<file path="config.mk">
export PLATFORM = sky130hd
export DESIGN_NAME = spim_top
export DESIGN_NICKNAME = d
export VERILOG_FILES = /design/src/rtl/spim_pkg.sv /design/src/rtl/spim_clkdiv.sv /design/src/rtl/spim_shifter.sv /design/src/rtl/spim_top.sv
export SDC_FILE = /design/constraint.sdc
export NUM_CORES = 1
export LEC_CHECK = 0
export BUFFER_PORTS_ARGS = -buffer_cell sky130_fd_sc_hd__clkbuf_2
export CAP_MARGIN = 30
export CORE_AREA = 2 2 117 85
export CTS_CLUSTER_SIZE = 28
export DETAILED_ROUTE_END_ITERATION = 12
export DIE_AREA = 0 0 119 87
export GPL_ROUTABILITY_DRIVEN = 0
export GPL_TIMING_DRIVEN = 0
export HOLD_SLACK_MARGIN = 0.1
export PLACE_DENSITY_LB_ADDON = 0.12
export SYNTH_ARGS = -nofsm -noshare
export SYNTH_HDL_FRONTEND = slang
export SYNTH_SLANG_ARGS = --single-unit
</file>
<file path="constraint.sdc">
create_clock -name clk -period 2.8 [get_ports clk]
set_clock_uncertainty 0.15 [all_clocks]
set_input_delay 0.28 -clock clk [delete_from_list [all_inputs] [get_ports clk]]
set_output_delay 0.28 -clock clk [all_outputs]
set_load 0.005 [all_outputs]
</file>
<file path="src/rtl/spim_pkg.sv">
package spim_pkg;
  localparam int DATA_W   = 8;
  localparam int SPR_W    = 4;
  localparam int EXP_W    = 3;
  localparam int DIV_W    = SPR_W + (1 << EXP_W) - 1;
  localparam int BITCNT_W = $clog2(DATA_W);
  localparam int CSIDX_W  = 3;
  localparam int ADDR_W   = 5;

  localparam logic [ADDR_W-1:0] A_CTRL = 5'h00;
  localparam logic [ADDR_W-1:0] A_CONF = 5'h04;
  localparam logic [ADDR_W-1:0] A_TX   = 5'h08;
  localparam logic [ADDR_W-1:0] A_RX   = 5'h0C;
  localparam logic [ADDR_W-1:0] A_IST  = 5'h10;
  localparam logic [ADDR_W-1:0] A_IMSK = 5'h14;
endpackage

</file>
<file path="src/rtl/spim_clkdiv.sv">
module spim_clkdiv
  import spim_pkg::*;
(
  input  logic [SPR_W-1:0] lin_fac,
  input  logic [EXP_W-1:0] pow_exp,
  output logic [DIV_W-1:0] div_ratio
);
  logic [SPR_W-1:0] lin_eff;

  // Factors below two are promoted to two so a period never collapses.
  always_comb begin
    lin_eff   = (lin_fac < SPR_W'(2)) ? SPR_W'(2) : lin_fac;
    div_ratio = DIV_W'(lin_eff) << pow_exp;
  end
endmodule

</file>
<file path="src/rtl/spim_shifter.sv">
module spim_shifter
  import spim_pkg::*;
(
  input  logic              clk,
  input  logic              rst_n,
  input  logic              start,
  input  logic [DATA_W-1:0] tx_byte,
  input  logic              cpol,
  input  logic              cpha,
  input  logic [DIV_W-1:0]  div_ratio,
  input  logic              miso,
  output logic              busy,
  output logic              done,
  output logic [DATA_W-1:0] rx_byte,
  output logic              sck,
  output logic              mosi
);
  logic                busy_q, busy_d;
  logic [DIV_W-1:0]    cnt_q, cnt_d;
  logic [DIV_W-1:0]    div_q, div_d;
  logic [DIV_W-1:0]    half_q, half_d;
  logic [BITCNT_W-1:0] bit_q, bit_d;
  logic [DATA_W-1:0]   sh_q, sh_d;
  logic [DATA_W-1:0]   rx_q, rx_d;
  logic                samp_q, samp_d;

  always_comb begin
    busy_d = busy_q;
    cnt_d  = cnt_q;
    div_d  = div_q;
    half_d = half_q;
    bit_d  = bit_q;
    sh_d   = sh_q;
    rx_d   = rx_q;
    samp_d = samp_q;
    done   = 1'b0;
    if (busy_q) begin
      if (cnt_q == half_q - DIV_W'(1)) samp_d = miso;
      if (cnt_q == div_q - DIV_W'(1)) begin
        cnt_d = '0;
        sh_d  = {sh_q[DATA_W-2:0], samp_q};
        if (bit_q == BITCNT_W'(DATA_W - 1)) begin
          busy_d = 1'b0;
          done   = 1'b1;
          rx_d   = {sh_q[DATA_W-2:0], samp_q};
        end else begin
          bit_d = bit_q + BITCNT_W'(1);
        end
      end else begin
        cnt_d = cnt_q + DIV_W'(1);
      end
    end else if (start) begin
      busy_d = 1'b1;
      cnt_d  = '0;
      bit_d  = '0;
      sh_d   = tx_byte;
      div_d  = div_ratio;
      half_d = div_ratio >> 1;
    end
  end

  always_ff @(posedge clk or negedge rst_n) begin
    if (!rst_n) begin
      busy_q <= 1'b0;
      cnt_q  <= '0;
      div_q  <= '0;
      half_q <= '0;
      bit_q  <= '0;
      sh_q   <= '0;
      rx_q   <= '0;
      samp_q <= 1'b0;
    end else begin
      busy_q <= busy_d;
      cnt_q  <= cnt_d;
      div_q  <= div_d;
      half_q <= half_d;
      bit_q  <= bit_d;
      sh_q   <= sh_d;
      rx_q   <= rx_d;
      samp_q <= samp_d;
    end
  end

  assign busy    = busy_q;
  assign rx_byte = rx_q;
  assign mosi    = busy_q & sh_q[DATA_W-1];
  assign sck     = busy_q ? (cpol ^ cpha ^ (cnt_q >= half_q)) : cpol;

  // the register file must never launch an exchange over a running one
  p_start_when_idle_r6: assert property (@(posedge clk) disable iff (!rst_n)
    start |-> !busy_q);
  // a latched period shorter than two clocks would lose an SCK half
  p_div_floor_r2: assert property (@(posedge clk) disable iff (!rst_n)
    busy_q |-> (div_q >= DIV_W'(2)));
endmodule

</file>
<file path="src/rtl/spim_top.sv">
module spim_top
  import spim_pkg::*;
#(
  parameter int NUM_CS = 8
) (
  input  logic               clk,
  input  logic               rst_n,
  input  logic               bus_wr,
  input  logic [ADDR_W-1:0]  bus_addr,
  input  logic [31:0]        bus_wdata,
  output logic [31:0]        bus_rdata,
  output logic               sck,
  output logic               mosi,
  input  logic               miso,
  output logic [NUM_CS-1:0]  cs_n,
  output logic               irq
);
  logic rst_meta_q, rst_s_n;

  always_ff @(posedge clk or negedge rst_n) begin
    if (!rst_n) begin
      rst_meta_q <= 1'b0;
      rst_s_n    <= 1'b0;
    end else begin
      rst_meta_q <= 1'b1;
      rst_s_n    <= rst_meta_q;
    end
  end

  logic               cs_en_q, cs_en_d;
  logic [CSIDX_W-1:0] cs_idx_q, cs_idx_d;
  logic               ready_q, ready_d;
  logic [1:0]         mode_q, mode_d;
  logic [7:0]         cfg_lo_q, cfg_lo_d;
  logic               ist_q, ist_d;
  logic               imsk_q, imsk_d;
  logic               start, busy, done;
  logic [DATA_W-1:0]  rx_byte;
  logic [DIV_W-1:0]   div_ratio;

  assign start = bus_wr && (bus_addr == A_TX) && !busy;

  always_comb begin
    cs_en_d  = cs_en_q;
    cs_idx_d = cs_idx_q;
    ready_d  = ready_q;
    mode_d   = mode_q;
    cfg_lo_d = cfg_lo_q;
    ist_d    = ist_q;
    imsk_d   = imsk_q;
    if (bus_wr) begin
      case (bus_addr)
        A_CTRL: begin
          cs_en_d  = bus_wdata[0];
          cs_idx_d = bus_wdata[4:2];
        end
        A_CONF: begin
          mode_d   = bus_wdata[13:12];
          cfg_lo_d = bus_wdata[7:0];
        end
        A_IST:  if (!bus_wdata[0]) ist_d = 1'b0;
        A_IMSK: imsk_d = bus_wdata[0];
        default: ;
      endcase
    end
    if (start) ready_d = 1'b0;
    if (done) begin
      ready_d = 1'b1;
      ist_d   = 1'b1;
    end
  end

  always_ff @(posedge clk or negedge rst_s_n) begin
    if (!rst_s_n) begin
      cs_en_q  <= 1'b0;
      cs_idx_q <= '0;
      ready_q  <= 1'b0;
      mode_q   <= '0;
      cfg_lo_q <= '0;
      ist_q    <= 1'b0;
      imsk_q   <= 1'b0;
    end else begin
      cs_en_q  <= cs_en_d;
      cs_idx_q <= cs_idx_d;
      ready_q  <= ready_d;
      mode_q   <= mode_d;
      cfg_lo_q <= cfg_lo_d;
      ist_q    <= ist_d;
      imsk_q   <= imsk_d;
    end
  end

  always_comb begin
    bus_rdata = '0;
    case (bus_addr)
      A_CTRL: bus_rdata = {27'd0, cs_idx_q, ready_q, cs_en_q};
      A_CONF: bus_rdata = {18'd0, mode_q, 4'd0, cfg_lo_q};
      A_RX:   bus_rdata = {{(32-DATA_W){1'b0}}, rx_byte};
      A_IST:  bus_rdata = {31'd0, ist_q};
      A_IMSK: bus_rdata = {31'd0, imsk_q};
      default: bus_rdata = '0;
    endcase
  end

  spim_clkdiv u_div (
    .lin_fac   (cfg_lo_q[3:0]),
    .pow_exp   ({cfg_lo_q[7:6], cfg_lo_q[4]}),
    .div_ratio (div_ratio)
  );

  spim_shifter u_shift (
    .clk       (clk),
    .rst_n     (rst_s_n),
    .start     (start),
    .tx_byte   (bus_wdata[DATA_W-1:0]),
    .cpol      (mode_q[1]),
    .cpha      (mode_q[0]),
    .div_ratio (div_ratio),
    .miso      (miso),
    .busy      (busy),
    .done      (done),
    .rx_byte   (rx_byte),
    .sck       (sck),
    .mosi      (mosi)
  );

  for (genvar g = 0; g < NUM_CS; g++) begin : g_cs
    assign cs_n[g] = !(cs_en_q && (cs_idx_q == CSIDX_W'(g)));
  end

  assign irq = ist_q & imsk_q;

  // the flag follows the engine's completion one edge later
  p_ready_after_done_r5: assert property (@(posedge clk) disable iff (!rst_s_n)
    done |=> ready_q);
  // only an accepted transmit write takes the flag down
  p_ready_fall_r5: assert property (@(posedge clk) disable iff (!rst_s_n)
    $fell(ready_q) |-> $past(start));
  // status rises only as a consequence of a finished exchange
  p_ist_cause_r7: assert property (@(posedge clk) disable iff (!rst_s_n)
    $rose(ist_q) |-> $past(done));
endmodule

</file>
==> flow_summary.ini <==
[run_status]
status = finished clean

[final_layout]
final_cell_mix = dfrtp_1 (57), buf_4 (42), clkbuf_2 (40), nand2_1 (39)
drive_above_1_share_pct = 28.8
num_antenna_cells = 0
layout_commonest_cell = dfrtp_1
fillers = 800
nets = 649
area_growth_pct = 25.6
finalNonFillerCells = 726
post-route-cell-area_um2 = 5730

[sta]
period_needed_ns = 2.72
worst_pin_slew_ns = 0.759
relSlewSlack_pct = 49.4
hold_viol_final = 0
max_freq_mhz = 367
report.final.slew_viol_count = 0
setup_viol = 0
min_period_over_period_pct = 97.2

[floorplan]
fp-row-count = 30
fp.coreArea_um2 = 9350
boundaryPins = 84
fp.dieW_um = 119
die_area_um2 = 10400
fp.dieH_um = 87
initial_core_util_pct = 48.9

[logic_synthesis]
synth_compound_area_share_pct = 15.7
ys_seq_area_share_pct = 34.0
muxShareOfSynthArea_pct = 10.3
yosysWarningCount = 0
synth_xor_xnor_area_share_pct = 6.33
synth-simple-area-share_pct = 20.5
avgSynthCellArea_um2 = 9.17
yosysTopAreaCellShare_pct = 34.0
synthAdderAreaFrac_pct = 4.11
synthTopCellsByArea = dfrtp_1 (34%), mux2_2 (4.7%), ha_1 (4.1%), xnor2_1 (4.0%), buf_4 (3.8%)
ys_seq_elements = 62
synth_cells = 498
synth_top_area_cell = dfrtp_1
synth_edf_count = 0
synth_top_flop_cell = dfrtp_1
synth.distinct_cells = 62
synth_top_family_by_area = simple AND/OR/NAND/NOR gates
synth_area_um2 = 4570
async_reset_ff_share_pct = 100

[setup_path]
crit_required_ns = 2.85
critPathArrivalTime_ns = 2.78
critPathMaxFanout = 10
cp-end-kind = register
crit_type = reg -> reg
cp-start-kind = register

[power]
power.leakage_nw = 2.53
pwr-share-clk_pct = 32.8
p_total_mw = 4.25
power_frac_comb_pct = 36.2
ir_drop_v = 0.000433
seq_power_share_pct = 31.1
power_density_nw_per_um2 = 741
swShare_pct = 34.9
p_sw_mw = 1.48
internal-power_mw = 2.77

[hold_path]
hp-class = in -> reg

[global_route]
grt_pass1_vias = 3887
globalRouteOverflowTotal = 0
grtUsageTotal_pct = 25.7
grt_pass1_wl_mm = 20.5
antenna_found_initial = 0
grt_max_degree = 32

[clocking]
cts_buffers = 9
cts_tree = built
htree_levels = 3
clock-sinks = 62
cts-root-buf = clkbuf_16
clk-insertion-delay-late_ns = 0.33
clkTransAtPathRegs_ns = 0.06
cts_buffer_depth = 2

[placed_design]
place_area_um2 = 5030
io_buffers = 38
post-place-cells = 687
hpwl_mm = 9.25

[job]
cap_violations = 0

[detailed_routing]
first_pass_iters = 5
ant_nets = 0
wl_per_cell_um = 17.6
drtIter0Drc = 220
num_vias = 4084
via_per_inst = 5.63
wl_mm = 12.8
drc = 0
==> stage by stage <==
step | worst slack (ns) | hold WS [ns] | TNS, ns | util, %
2_1_floorplan | 0.000793 | -0.166 | 0 | -
3_3_place_gp | -0.509 | -0.0832 | -6.76 | 53.5
3_5_place_dp | -0.507 | -0.0802 | -6.82 | 53.8
4_1_cts | 0.0167 | 0.104 | 0 | 60.1
5_1_grt | -0.00283 | 0.112 | -0.00315 | 61.4
6_report | 0.0788 | 0.112 | 0 | 61.4
==> cell usage after synthesis, drive strengths merged (14+ instances only) <==
library cell / count
buf: 36
nor2b: 17
dfrtp: 62
inv: 19
xnor2: 21
mux2i: 14
nand3: 18
ha: 15
clkbuf: 22
nand2: 39
o21ai: 25
mux2: 27
nand4: 15
nor2: 21
==> worst max-delay path, cell delays in order, from the launching register on <==
cell       delay (ns)
dfrtp_1          0.35
inv_1            0.12
ha_4             0.20
nor2b_4          0.14
buf_4            0.14
a2111oi_4        0.33
a31oi_1          0.11
o22ai_1          0.24
clkbuf_2         0.31
nand4_1          0.14
mux2_1           0.35
==> cell type report <==
cell class              count  area, um2  area share [%]
clock inverters             6        133            2.31
inverters                  19       71.3            1.24
flip-flops and latches     62       1560            27.2
repair buffers             66        433            7.55
plain buffers              55        337            5.87
clock buffers              10        239            4.17
multi-input cells         380       2800            48.9
well taps                 128        160            2.79
==> flip-flops by register name, indices dropped and copies added (netlist names) <==
register / flops
cs_idx_q: 3
u_shift.rx_byte: 8
imsk_q: 1
u_shift.cnt_q: 11
cs_en_q: 1
ready_q: 1
u_shift.bit_q: 3
rst_meta_q: 1
ist_q: 1
u_shift.div_q: 11
u_shift.samp_q: 1
cfg_lo_q: 8
u_shift.sh_q: 8
rst_s_n: 1
mode_q: 2
u_shift.busy: 1
==> path summary, 6_finish.rpt <==
check / depth (start not counted) / slack (ns) / endpoint / from
hold reg to reg: 0 / 0.20 / u_shift.rx_byte[3]$_DFFE_PN0P_ / rst_s_n$_DFF_PN0_
max in group asynchronous: 1 / 1.67 / u_shift.div_q[9]$_DFFE_PN0P_ / rst_s_n$_DFF_PN0_
min in group asynchronous: 2 / 0.12 / rst_s_n$_DFF_PN0_ / rst_n
hold / removal: 2 / 0.11 / cfg_lo_q[3]$_DFFE_PN0P_ / bus_wdata[3]
setup / recovery: 10 / 0.08 / u_shift.sh_q[5]$_DFFE_PN0P_ / u_shift.div_q[0]$_DFFE_PN0P_
setup reg to reg: 10 / 0.08 / u_shift.sh_q[5]$_DFFE_PN0P_ / u_shift.div_q[0]$_DFFE_PN0P_
==> repair_timing <==
| item | 4_1_cts | 5_1_grt |
|---|---|---|
| hold endpoints to repair | 8 | 0 |
| hold buffers | 7 | 0 |
| pin swaps | 3 | 4 |
| gates cloned | 1 | 0 |
| gates resized for setup | 18 | 20 |
| buffers inserted | 13 | 5 |
| endpoints found under the setup margin | 32 | 28 |
==> cell families (layout without fill, tap and decap cells) <==
| kind of cell | count (synthesis) | count (layout) |
|---|---|---|
| simple gates | 168 | 168 |
| compound gates | 100 | 100 |
| buf+inv | 77 | 156 |
| flops | 62 | 62 |
| mux | 41 | 41 |
| xor+xnor | 33 | 33 |
| fa+ha+maj | 15 | 15 |
| other cells | 2 | 23 |
==> routing by layer <==
layer | vias to the layer above | wire, um | GRT usage [%]
li1 | 1943 | - | -
met1 | 1966 | 6170 | 37.7
met2 | 156 | 5520 | 38.0
met3 | 19 | 900 | 4.71
met4 | 0 | 199 | 8.87
met5 | - | 0 | 0
==> power by group through the flow <==
stage	Clock [mW]	Sequential [mW]	Combinational [mW]
floorplan	0	1.24	1.06
global placement	0	1.31	1.30
detailed placement	0	1.31	1.35
CTS	1.40	1.30	1.44
global route	1.44	1.35	1.70
finish	1.39	1.32	1.54
Power figures use the tool's default switching activity.
